===== config.mk =====
export PLATFORM = sky130hd
export DESIGN_NAME = cascade_counter
export DESIGN_NICKNAME = d
export VERILOG_FILES = /design/src/rtl/cc_pkg.sv /design/src/rtl/cc_mode_decode.sv /design/src/rtl/cc_count_reg.sv /design/src/rtl/cc_term_detect.sv /design/src/rtl/cascade_counter.sv
export SDC_FILE = /design/constraint.sdc
export NUM_CORES = 1
export LEC_CHECK = 0
export BUFFER_PORTS_ARGS = -buffer_cell sky130_fd_sc_hd__buf_2
export CORE_AREA = 5 5 42 44
export DETAILED_ROUTE_END_ITERATION = 8
export DIE_AREA = 0 0 47 49
export MAX_ROUTING_LAYER = met4
export SLEW_MARGIN = 20
export SYNTH_ARGS = -nofsm -noshare
export SYNTH_HDL_FRONTEND = slang
export SYNTH_SLANG_ARGS = --single-unit

===== constraint.sdc =====
create_clock -name clk -period 1.2 [get_ports clk]
set_input_delay 0.12 -clock clk [delete_from_list [all_inputs] [get_ports clk]]
set_output_delay 0.12 -clock clk [all_outputs]
set_load 0.005 [all_outputs]

===== src/rtl/cc_pkg.sv =====
package cc_pkg;

  // Operating mode of one counter stage, resolved by precedence.
  typedef enum logic [1:0] {
    MODE_HOLD  = 2'd0,
    MODE_COUNT = 2'd1,
    MODE_LOAD  = 2'd2,
    MODE_CLEAR = 2'd3
  } cc_mode_t;

endpackage


===== src/rtl/cc_mode_decode.sv =====
module cc_mode_decode
  import cc_pkg::*;
(
  input  logic     clr_n,
  input  logic     load_n,
  input  logic     en_par,
  input  logic     en_trk,
  output cc_mode_t mode
);

  logic count_go;

  // The internal count enable needs both enables and an inactive load.
  assign count_go = en_par & en_trk & load_n;

  always_comb begin
    if (!clr_n)        mode = MODE_CLEAR;
    else if (!load_n)  mode = MODE_LOAD;
    else if (count_go) mode = MODE_COUNT;
    else               mode = MODE_HOLD;
  end

  // a load is never chosen while the clear is active.
  always_comb begin
    if (!clr_n) assert_clear_first_R2: assert (mode != MODE_LOAD);
  end

endmodule


===== src/rtl/cc_count_reg.sv =====
module cc_count_reg
  import cc_pkg::*;
#(
  parameter int WIDTH       = 4,
  parameter bit ASYNC_CLEAR = 1'b1
) (
  input  logic             clk,
  input  logic             clr_n,
  input  cc_mode_t         mode,
  input  logic [WIDTH-1:0] din,
  output logic [WIDTH-1:0] q
);

  localparam logic [WIDTH-1:0] ONE = WIDTH'(1);

  logic [WIDTH-1:0] q_nxt;

  always_comb begin
    unique case (mode)
      MODE_CLEAR: q_nxt = '0;
      MODE_LOAD:  q_nxt = din;
      MODE_COUNT: q_nxt = q + ONE;
      default:    q_nxt = q;
    endcase
  end

  generate
    if (ASYNC_CLEAR) begin : g_async_clr
      always_ff @(posedge clk or negedge clr_n) begin
        if (!clr_n) q <= '0;
        else        q <= q_nxt;
      end

      // at any edge seen while clear is held, the count is zero.
      assert_async_zero_R3: assert property (@(posedge clk)
        !clr_n |-> (q == '0));
    end else begin : g_sync_clr
      always_ff @(posedge clk) begin
        q <= q_nxt;
      end

      // a clear sampled on an edge yields zero after that edge.
      assert_sync_zero_R4: assert property (@(posedge clk)
        !clr_n |=> (q == '0));
    end
  endgenerate

endmodule


===== src/rtl/cc_term_detect.sv =====
module cc_term_detect #(
  parameter int WIDTH = 4
) (
  input  logic [WIDTH-1:0] q,
  input  logic             en_trk,
  output logic             term
);

  logic at_top;

  assign at_top = &q;
  assign term   = at_top & en_trk;

endmodule


===== src/rtl/cascade_counter.sv =====
module cascade_counter
  import cc_pkg::*;
#(
  parameter int WIDTH       = 4,
  parameter bit ASYNC_CLEAR = 1'b1
) (
  input  logic             clk,
  input  logic             clr_n,
  input  logic             load_n,
  input  logic             en_par,
  input  logic             en_trk,
  input  logic [WIDTH-1:0] din,
  output logic [WIDTH-1:0] count,
  output logic             term_cnt
);

  cc_mode_t mode;

  cc_mode_decode u_decode (
    .clr_n  (clr_n),
    .load_n (load_n),
    .en_par (en_par),
    .en_trk (en_trk),
    .mode   (mode)
  );

  cc_count_reg #(
    .WIDTH       (WIDTH),
    .ASYNC_CLEAR (ASYNC_CLEAR)
  ) u_reg (
    .clk   (clk),
    .clr_n (clr_n),
    .mode  (mode),
    .din   (din),
    .q     (count)
  );

  cc_term_detect #(
    .WIDTH (WIDTH)
  ) u_term (
    .q      (count),
    .en_trk (en_trk),
    .term   (term_cnt)
  );

  // a load takes din whatever the enables are.
  assert_load_takes_din_R5: assert property (@(posedge clk) disable iff (!clr_n)
    !load_n |=> (count == $past(din)));

  // both enables high with no load gives an increment.
  assert_step_up_R6: assert property (@(posedge clk) disable iff (!clr_n)
    (load_n && en_par && en_trk) |=> (count == WIDTH'($past(count) + 1'b1)));

  // either enable low with no load holds the count.
  assert_hold_R7: assert property (@(posedge clk) disable iff (!clr_n)
    (load_n && !(en_par && en_trk)) |=> $stable(count));

  // the all-ones value wraps to zero when counting.
  assert_wrap_R1: assert property (@(posedge clk) disable iff (!clr_n)
    (load_n && en_par && en_trk && (count == '1)) |=> (count == '0));

  // the flag implies the trickle enable and a full count.
  assert_flag_only_at_top_R8: assert property (@(posedge clk) disable iff (!clr_n)
    term_cnt |-> (en_trk && (count == '1)));

  // the flag ignores the parallel enable and the load input.
  assert_flag_not_par_R8: assert property (@(posedge clk) disable iff (!clr_n)
    (en_trk && !en_par && (count == '1)) |-> term_cnt);

endmodule


==> results.cfg <==
[floorplanning]
rows = 14
dieHeight_um = 49
num_io_pins = 14
fp.dieW_um = 47
die-area_mm2 = 0.00230
core_mm2 = 0.00140
initial_core_util_pct = 16.1

[grt]
first_global_vias = 258
overflow = 0
grtUsageTotal_pct = 6.59
grt_pass1_wl_mm = 1.04
grt_max_degree = 9
antenna_found_initial = 0

[final_layout]
nets = 55
layout-drive-gt1-share_pct = 48.8
num-fill-cells = 160
multiInputGateArea_um2 = 125
biggestRegsByFlops = u_reg.q x4
largest_register = u_reg.q
syn2layout_area_growth_pct = 63.3
diodes = 0
final_cells = 59
largest_register_ffs = 4
final_cell_area_um2 = 368
regArea_um2 = 100
final_core_util_pct = 26.3

[placement]
place_area_um2 = 310
gp_congestion = 0.712
port_buffers = 13
placed_cells = 53

[logic_synthesis]
yosys_warnings = 0
synth_area_um2 = 225
ys_ff_latch = 4
synth_cells = 24
synth_fp_nets = 34
seq_area_frac_synth_pct = 44.4
syn_avg_cell_area_um2 = 9.38
yosysUniqueCellTypes = 15

[worst_setup_path]
rrSetupSlack_ps = 110
cp_max_fo = 2
cp_num_buf_inv = 1
cp-start-kind = flip-flop
slowest_stage = dfrtp_1
critical-path-top-delay-family = flip-flops
critPathRequiredTime_ps = 1080
path_depth = 3
critical_path_class = reg -> out
worstPathCellList = ha_2 > and4_4 > buf_6
cp.arrival_ps = 1050
max_stage_delay_ps = 340
rr_worst_depth = 3
setup.worst_path.end_class = output port

[worst_hold_path]
hp-class = in -> reg
whs_path_depth = 3

[drt]
wire_per_inst_um = 10.8
num_vias = 253
drtIter0Drc = 4
via_per_inst = 4.29
dr.pass1.iters = 2
ant_nets = 0
drc = 0
wl_um = 638

[power_and_ir_drop]
ir_drop_v = 0.000529
power.leakage_nw = 0.179
pwr_density_cell_mw_per_mm2 = 1070

[clock_tree]
tritoncts = yes
clkSinkCount = 4
htree_levels = 1
clkTransAtPathRegs_ps = 40
clockBufferDepth = 2
numCtsBuffers = 3
cts_root_buffer = clkbuf_4
clk_latency_ps = 230

[timing]
finalCritPeriodShare_pct = 97.6
timing.slew.headroom_pct = 85.7
final-setup-viol-count = 0
hold_viol_final = 0
grt_setup_unrepaired = true
fin_skew_ps = 6.99
layout_min_cycle_time_ps = 1170
fmax_mhz = 854
hold_slack_ps = 161
tightest_slew_ps = 212
finalMaxSlewViolations = 0

[run]
max_cap_violations = 0

[status]
status = finished clean
[through the flow]
| step | setup TNS [ps] | setup slack (ps) | power, mW |
|---|---|---|---|
| 2_1_floorplan | 0 | 141 | 0.179 |
| 3_3_place_gp | 0 | 137 | 0.216 |
| 3_5_place_dp | 0 | 105 | 0.216 |
| 4_1_cts | 0 | 0.301 | 0.397 |
| 5_1_grt | -26.6 | -26.6 | 0.422 |
| 6_report | 0 | 28.6 | 0.392 |
[metal layers]
metal | part of all wire, % | vias to the layer above | routed length, um | GRT usage (%)
li1 | - | 130 | - | -
met1 | 48 | 109 | 304 | 8.00
met2 | 37 | 14 | 237 | 8.14
met3 | 15 | 0 | 96 | 5.90
met4 | 0 | 0 | 0 | 1.38
met5 | 0 | - | 0 | -
[tightest hold or removal path, stage by stage]
cell and delay [ps]:
buf_2 100, nor2_1 80, a311oi_1 60
[cells in the final DEF, fill, tap and decap left out, types with 2 or more instances in the layout]
cell / Yosys / layout
buf_2: 0 / 12
dfrtp_1: 4 / 4
nand3_1: 3 / 3
o21ai_0: 3 / 3
clkbuf_4: 0 / 3
nor2_1: 2 / 2
xor2_1: 2 / 2
buf_4: 0 / 2
[repair_timing]
item / 4_1_cts / 5_1_grt
endpoints found under the setup margin: 1 / 1
gates resized for setup: 1 / 2
endpoints found under the hold margin: 4 / 0
buffers inserted: 2 / 0
pin swaps: 0 / 1
hold buffers: 1 / 0
[path summary, 6_finish.rpt]
kind / endpoint / from
worst max-delay path: term_cnt / u_reg.q[1]
min in group asynchronous: u_reg.q[3] / clr_n
worst max register to register: u_reg.q[1] / u_reg.q[0]
worst min register to register: u_reg.q[3] / u_reg.q[3]
max in group asynchronous: u_reg.q[0] / clr_n
worst min-delay path: u_reg.q[1] / din[1]
[report_power, final]
group / leakage, nW / switching (mW) / internal (mW) / total [mW]
Combinational: 0.114 / 0.0358 / 0.0376 / 0.0734
Sequential: 0.0518 / 0.00758 / 0.145 / 0.153
Clock: 0.0138 / 0.0541 / 0.112 / 0.166
[synth_stat cells]
cell | instances | area share, %
xor2_1 | 2 | 7.8
ha_1 | 1 | 5.6
and4_2 | 1 | 4.4
nand2_1 | 1 | 1.7
or3_1 | 1 | 2.8
a211oi_1 | 1 | 3.3
a21oi_1 | 1 | 2.2
a31oi_1 | 1 | 2.8
o21ai_0 | 3 | 6.7
nor2_1 | 2 | 3.3
nand3_1 | 3 | 6.7
inv_1 | 1 | 1.7
nand2_2 | 1 | 2.8
dfrtp_1 | 4 | 44
a311oi_1 | 1 | 3.9
[logic make-up (layout without fill, tap and decap cells)]
logic type                 Yosys count  in the layout  synth area share [%]
AOI/OAI and AO/OA                    7              7                  18.9
xor gates and xnor gates             2              2                  7.78
adders and majority gates            1              1                  5.55
buffers and inverters                1             20                  1.67
DFF                                  4              4                  44.4
and+or+nand+nor                      9              9                  21.7
[final cells by class]
| class | instances | share of cell area (%) |
|---|---|---|
| clock buffers | 3 | 6.12 |
| flip-flops and latches | 4 | 27.2 |
| multi-input cells | 19 | 34.0 |
| inverters | 1 | 1.02 |
| well taps | 16 | 5.44 |
| repair buffers | 16 | 26.2 |
Power figures use the tool's default switching activity.
